`config.mk`:
```
export PLATFORM = sky130hd
export DESIGN_NAME = tlb_cache
export DESIGN_NICKNAME = d
export VERILOG_FILES = /design/src/rtl/tlb_pkg.sv /design/src/rtl/tlb_match.sv /design/src/rtl/tlb_victim.sv /design/src/rtl/tlb_cache.sv
export SDC_FILE = /design/constraint.sdc
export NUM_CORES = 2
export LEC_CHECK = 0
export BUFFER_PORTS_ARGS = -buffer_cell sky130_fd_sc_hd__buf_2
export CAP_MARGIN = 20
export CELL_PAD_IN_SITES_DETAIL_PLACEMENT = 2
export CELL_PAD_IN_SITES_GLOBAL_PLACEMENT = 2
export CORE_ASPECT_RATIO = 1.5
export CORE_UTILIZATION = 40
export CTS_CLUSTER_DIAMETER = 40
export DETAILED_ROUTE_END_ITERATION = 10
export GPL_TIMING_DRIVEN = 0
export PLACE_DENSITY_LB_ADDON = 0.1
export SLEW_MARGIN = 15
export SYNTH_ARGS = -nofsm -noshare
export SYNTH_HDL_FRONTEND = slang
export SYNTH_SLANG_ARGS = --single-unit
```
`constraint.sdc`:
```
create_clock -name clk -period 6.6 [get_ports clk]
set_input_delay 0 -clock clk [delete_from_list [all_inputs] [get_ports clk]]
set_output_delay 0 -clock clk [all_outputs]
set_load 0.03 [all_outputs]
```
`src/rtl/tlb_pkg.sv`:
```
package tlb_pkg;
    localparam int VA_W  = 32;
    localparam int PA_W  = 40;
    localparam int PG_SH = 12;
    localparam int VPN_W = VA_W - PG_SH;
    localparam int PPN_W = PA_W - PG_SH;

    typedef enum logic [1:0] {PS_4K = 2'd0, PS_2M = 2'd1, PS_4M = 2'd2, PS_1G = 2'd3} pg_size_e;
    typedef enum logic [1:0] {INV_NONE = 2'd0, INV_PAGE = 2'd1, INV_NONGLB = 2'd2, INV_ALL = 2'd3} inv_cmd_e;

    typedef struct packed {
        logic             valid;
        logic [VPN_W-1:0] vpn;
        logic [PPN_W-1:0] ppn;
        pg_size_e         size;
        logic             glob;
        logic             present;
        logic [2:0]       perm;
        logic             acc;
        logic             dirty;
        logic [1:0]       cache;
    } tlb_ent_t;

    // number of page-number bits that fall inside the page for this size
    function automatic int size_shift(pg_size_e s);
        case (s)
            PS_2M:   return 9;
            PS_4M:   return 10;
            PS_1G:   return 18;
            default: return 0;
        endcase
    endfunction

    function automatic logic [VPN_W-1:0] vpn_mask(pg_size_e s);
        return {VPN_W{1'b1}} << size_shift(s);
    endfunction

    function automatic logic [PA_W-1:0] off_mask(pg_size_e s);
        return ~({PA_W{1'b1}} << (PG_SH + size_shift(s)));
    endfunction
endpackage

```
`src/rtl/tlb_match.sv`:
```
module tlb_match
    import tlb_pkg::*;
#(
    parameter int N  = 16,
    localparam int IW = $clog2(N)
) (
    input  tlb_ent_t [N-1:0] ents,
    input  logic [VPN_W-1:0] vpn,
    output logic [N-1:0]     hit,
    output logic             any,
    output logic [IW-1:0]    first
);
    for (genvar g = 0; g < N; g++) begin : g_cmp
        assign hit[g] = ents[g].valid &&
                        (((ents[g].vpn ^ vpn) & vpn_mask(ents[g].size)) == '0);
    end

    assign any = |hit;

    always_comb begin
        first = '0;
        for (int i = N - 1; i >= 0; i--) begin
            if (hit[i]) first = IW'(i);
        end
    end
endmodule

```
`src/rtl/tlb_victim.sv`:
```
module tlb_victim #(
    parameter int N  = 16,
    localparam int IW = $clog2(N)
) (
    input  logic [N-1:0]  valid,
    input  logic [N-1:0]  same,
    input  logic [IW-1:0] rr,
    output logic [IW-1:0] idx,
    output logic          use_rr
);
    logic [IW-1:0] same_idx, free_idx;

    always_comb begin
        same_idx = '0;
        free_idx = '0;
        for (int i = N - 1; i >= 0; i--) begin
            if (same[i])   same_idx = IW'(i);
            if (!valid[i]) free_idx = IW'(i);
        end
        use_rr = 1'b0;
        if (|same)           idx = same_idx;
        else if (!(&valid))  idx = free_idx;
        else begin
            idx    = rr;
            use_rr = 1'b1;
        end
    end
endmodule

```
`src/rtl/tlb_cache.sv`:
```
module tlb_cache
    import tlb_pkg::*;
#(
    parameter int N = 16
) (
    input  logic                   clk,
    input  logic                   rst_n,
    input  logic                   neg_cache_en,
    input  logic                   lk_valid,
    input  logic [VA_W-1:0]        lk_va,
    input  logic                   lk_write,
    output logic                   lk_hit,
    output logic                   lk_fault,
    output logic                   lk_upd,
    output logic [PA_W-1:0]        lk_pa,
    output logic [2:0]             lk_perm,
    output logic                   lk_acc,
    output logic                   lk_dirty,
    output logic [1:0]             lk_cache,
    input  logic                   fill_valid,
    input  logic [VPN_W-1:0]       fill_vpn,
    input  logic [PPN_W-1:0]       fill_ppn,
    input  logic [1:0]             fill_size,
    input  logic                   fill_global,
    input  logic                   fill_present,
    input  logic [2:0]             fill_perm,
    input  logic                   fill_acc,
    input  logic                   fill_dirty,
    input  logic [1:0]             fill_cache,
    input  logic [1:0]             inv_cmd,
    input  logic [VPN_W-1:0]       inv_vpn
);
    localparam int IW = $clog2(N);

    typedef struct packed {
        tlb_ent_t [N-1:0] ent;
        logic [IW-1:0]    rr;
    } tlb_state_t;

    tlb_state_t       st_d, st_q;
    tlb_ent_t [N-1:0] ent_mid;
    logic [N-1:0]     lk_hitv, inv_hitv, fill_hitv, mid_valid, valid_q, glob_q;
    logic             lk_any, inv_any, fill_any;
    logic [IW-1:0]    lk_idx, inv_idx, fill_idx, vic_idx;
    logic             vic_rr;
    inv_cmd_e         cmd;
    tlb_ent_t         sel;
    logic [PA_W-1:0]  om;

    assign cmd = inv_cmd_e'(inv_cmd);

    tlb_match #(.N(N)) u_lk_match (
        .ents(st_q.ent), .vpn(lk_va[VA_W-1:PG_SH]),
        .hit(lk_hitv), .any(lk_any), .first(lk_idx));

    tlb_match #(.N(N)) u_inv_match (
        .ents(st_q.ent), .vpn(inv_vpn),
        .hit(inv_hitv), .any(inv_any), .first(inv_idx));

    // slots after this cycle's invalidation, before the fill
    always_comb begin
        ent_mid = st_q.ent;
        for (int i = 0; i < N; i++) begin
            case (cmd)
                INV_PAGE:   if (inv_hitv[i]) ent_mid[i].valid = 1'b0;
                INV_NONGLB: if (!st_q.ent[i].glob) ent_mid[i].valid = 1'b0;
                INV_ALL:    ent_mid[i].valid = 1'b0;
                default:    ;
            endcase
            mid_valid[i] = ent_mid[i].valid;
            valid_q[i]   = st_q.ent[i].valid;
            glob_q[i]    = st_q.ent[i].glob;
        end
    end

    tlb_match #(.N(N)) u_fill_match (
        .ents(ent_mid), .vpn(fill_vpn),
        .hit(fill_hitv), .any(fill_any), .first(fill_idx));

    tlb_victim #(.N(N)) u_victim (
        .valid(mid_valid), .same(fill_hitv), .rr(st_q.rr),
        .idx(vic_idx), .use_rr(vic_rr));

    always_comb begin
        st_d     = st_q;
        st_d.ent = ent_mid;
        if (fill_valid && (fill_present || neg_cache_en)) begin
            st_d.ent[vic_idx] = '{valid: 1'b1, vpn: fill_vpn, ppn: fill_ppn,
                                  size: pg_size_e'(fill_size), glob: fill_global,
                                  present: fill_present, perm: fill_perm,
                                  acc: fill_acc, dirty: fill_dirty, cache: fill_cache};
            if (vic_rr) st_d.rr = (st_q.rr == IW'(N - 1)) ? '0 : st_q.rr + 1'b1;
        end
    end

    always_ff @(posedge clk) begin
        if (!rst_n) st_q <= '0;
        else        st_q <= st_d;
    end

    // lookup result, same cycle
    always_comb begin
        sel      = st_q.ent[lk_idx];
        om       = off_mask(sel.size);
        lk_hit   = 1'b0;
        lk_fault = 1'b0;
        lk_upd   = 1'b0;
        lk_pa    = '0;
        lk_perm  = '0;
        lk_acc   = 1'b0;
        lk_dirty = 1'b0;
        lk_cache = '0;
        if (lk_valid && lk_any) begin
            lk_fault = !sel.present;
            lk_upd   = sel.present && lk_write && !sel.dirty;
            lk_hit   = sel.present && !(lk_write && !sel.dirty);
            lk_pa    = ({sel.ppn, {PG_SH{1'b0}}} & ~om) |
                       ({{(PA_W - VA_W){1'b0}}, lk_va} & om);
            lk_perm  = sel.perm;
            lk_acc   = sel.acc;
            lk_dirty = sel.dirty;
            lk_cache = sel.cache;
        end
    end

    assert_flush_nonglobal_R4: assert property (@(posedge clk) disable iff (!rst_n)
        (cmd == INV_NONGLB && !fill_valid) |=> ((valid_q & ~glob_q) == '0));

    assert_flush_all_R5: assert property (@(posedge clk) disable iff (!rst_n)
        (cmd == INV_ALL && !fill_valid) |=> (valid_q == '0));

    assert_page_removed_R6: assert property (@(posedge clk) disable iff (!rst_n)
        (cmd == INV_PAGE && !fill_valid) |=> ((valid_q & $past(inv_hitv)) == '0));

    assert_neg_fill_dropped_R7: assert property (@(posedge clk) disable iff (!rst_n)
        (fill_valid && !fill_present && !neg_cache_en && cmd == INV_NONE)
        |=> (st_q == $past(st_q)));

    assert_result_excl_R8: assert property (@(posedge clk) disable iff (!rst_n)
        $onehot0({lk_hit, lk_fault, lk_upd}));
endmodule

```
==> results.toml <==
[outcome]
status = "finished with violations"
violations = "setup timing"

[yosys]
synthAdderAreaFrac = 0.00119
synth_top_flop_cell = "dfxtp_1"
async_flop_share = 0
synth_top_family_by_area = "multiplexers"
yosys.area_share.simple = 0.150
ys_ff_latch = 964
synth_edf_count = 0
yosys_warnings = 0
syn-instance-count = 5891
synthesis.area_um2 = 52500
avgSynthCellArea_um2 = 8.92
synth-xor-area-share = 0.160
ys_types = 74
synth-seq-area-share = 0.367
synthMuxAreaShare = 0.195
synth-compound-area-share = 0.0793
postSynthNetCount = 6015

[detailed_routing]
drtAntennaViolNets = 0
route.detailed.drc = 0
wl_um = 311000
vias = 50800
vias_per_cell = 6.27
first_pass_iters = 5
drt_iter0_markers = 3856
wl_per_cell_um = 38.4

[sta]
period_minus_slack_ps = 6700
relSlewSlack = 0.123
setup_ws_ps = -104
tightest_slew_ps = 1310
period_share = 1.02
setup_violations = 7
hold_viol = 0
skew_ps = 35.6
final_max_slew_viol_count = 0
fmax_mhz = 149
finalSetupTns_ps = -377
rsz0062_at_grt = "yes"

[cells_and_area]
postLayoutCoreUtil = 0.477
layout-drive-gt1-share = 0.139
n_fill_cell = 14000
seq_area_um2 = 19300
final_nets = 6363
multiInputGateArea_um2 = 31300
syn_to_final_growth_pct = 18.3

[job]
cap_violations = 0

[die]
num_rows = 162
die_w_um = 298
start_util = 0.404
io_pins = 169
core_um2 = 130000
chipHeight_um = 446
die_area_um2 = 133000

[pwr]
ir_drop_v = 0.000302
power_density_nw_per_um2 = 247
power.leakage_nw = 25.2

[placement]
dp.final_hpwl_um = 220000
pre_cts_ws_ps = -2740
gp_congestion = 1.04
io_buffers = 106

[grt]
grt_pass1_vias = 55000
grt_max_degree = 20
antenna_found_initial = 15
track_usage = 0.458
grt_first_pass_wirelength_um = 426000
grt_overflow_total = 0

[clock_tree]
cts_buffers = 145
cts_tree = "built"
clk_pin_slew_ps = 60
clock_latency_ps = 840
clock_path_buffers = 3
root_buffer = "clkbuf_16"
cts_sinks = 964
h-tree-depth = 4

[min_path]
hold_class = "input port to flip-flop"

[critical_path]
cp-start-kind = "flip-flop"
required_ps = 6600
cp_max_fo = 10
critPathKind = "flip-flop to output pin"
arrival_ps = 6700
crit_path_end_kind = "output pin"
==> worst paths after layout <==
path / startpoint / to / slack [ps] / cells past startpoint
worst max register to register: flip-flop / flip-flop / 90 / 14
worst max-delay path: flip-flop / lk_pa[33] / -100 / 19
worst min-delay path: fill_ppn[21] / flip-flop / 30 / 4
worst min register to register: flip-flop / flip-flop / 460 / 2
==> repair_timing <==
action	in CTS	in global routing
pin swaps	12	12
resized for setup	152	44
endpoints found under the setup margin	46	33
hold buffers	66	0
cloned	0	0
hold endpoints to repair	445	0
buffers inserted	12	2
==> synthesized netlist by cell type, types with 9 or more instances <==
master	n	area (um^2)
nor4_1	128	801
a32oi_1	12	105
nand4_1	37	231
nor3_1	78	390
a311oi_1	26	228
a211oi_1	18	135
a211o_1	12	105
and2_1	18	113
nand2_1	1020	3830
o21ai_0	229	1150
nand3_1	248	1240
xor2_1	676	5920
o22ai_1	13	81.3
dfxtp_1	964	19300
nor2b_1	30	188
mux2_2	94	1060
xnor2_1	285	2500
nor2_1	198	743
a2111oi_0	9	78.8
buf_6	16	180
and3_1	12	75.1
o21a_1	15	113
o211ai_1	38	285
o221ai_1	11	96.3
a31oi_1	49	307
buf_1	41	154
a21oi_1	57	285
a41o_1	24	240
mux2i_1	907	9080
buf_2	174	871
buf_4	42	315
o2111ai_1	14	123
clkbuf_1	247	927
a22oi_1	25	188
==> layout make-up <==
type	instances	area share
clock buffers	188	0.0676
plain buffers	505	0.0417
flip-flops and latches	964	0.311
multi-input cells	4397	0.504
diodes	13	0.000524
repair buffers	216	0.0265
well taps	1722	0.0347
clock inverters	78	0.0134
inverters	10	0.000604
==> stage by stage <==
stage	instance area (um^2)	cells	hold slack [ps]	power, mW
floorplan	52500	5891	144	6.63
global placement	55200	7719	245	7.14
detailed placement	55600	7745	256	7.18
CTS	61900	8076	13.7	15.3
global route	62100	8084	48.0	15.6
finish	62100	8093	31.9	15.4
==> cells by family (layout without fill, tap and decap cells) <==
logic type / count (synthesis) / count (layout)
compound gates: 625 / 625
xor+xnor: 961 / 961
fa+ha+maj: 5 / 5
buf+inv: 530 / 997
flops: 964 / 964
simple gates: 1800 / 1800
other cells: 0 / 13
mux: 1006 / 1006
==> critical path, stage by stage (launching register included) <==
cell and delay [ps]:
dfxtp_1 450, xor2_1 210, nor4_2 100, a311oi_4 860, nor4_4 150, nor4_2 400, nand3_1 470, a21oi_4 510
clkbuf_2 410, a211oi_1 100, a211o_1 310, o21ai_1 110, ha_2 310, nand2_2 140, and2_1 170, nand2_1 150
a211o_1 350, nor2b_1 160, o221ai_2 250, buf_4 230
==> routing by layer <==
metal	global-route usage	share of wire	vias to the layer above
li1	-	-	21000
met1	0.464	0.35	26000
met2	0.752	0.46	2473
met3	0.113	0.069	1343
met4	0.474	0.12	10
met5	0	0.00023	-
==> power by group <==
group	total (mW)	switching, mW	internal (mW)
Clock	8.21	3.28	4.94
Combinational	1.27	0.942	0.325
Sequential	5.89	0.0376	5.85
==> placed cells by master (no fill, tap or decap), types with 31 or more instances in the layout <==
cell type      count
nor4_1           100
clkbuf_1         218
xor2_1           676
nor3_1            72
clkbuf_16        154
dlygate4sd3_1     66
buf_1             31
xnor2_1          285
o211ai_1          38
nand2_1         1018
a31oi_1           49
nor2_1           186
nand4_1           37
buf_2            272
mux2i_1          905
o21ai_0          224
buf_6             37
dfxtp_1          952
a21oi_1           56
nand3_1          246
mux2_2            94
buf_4             70
Power figures use the tool's default switching activity.
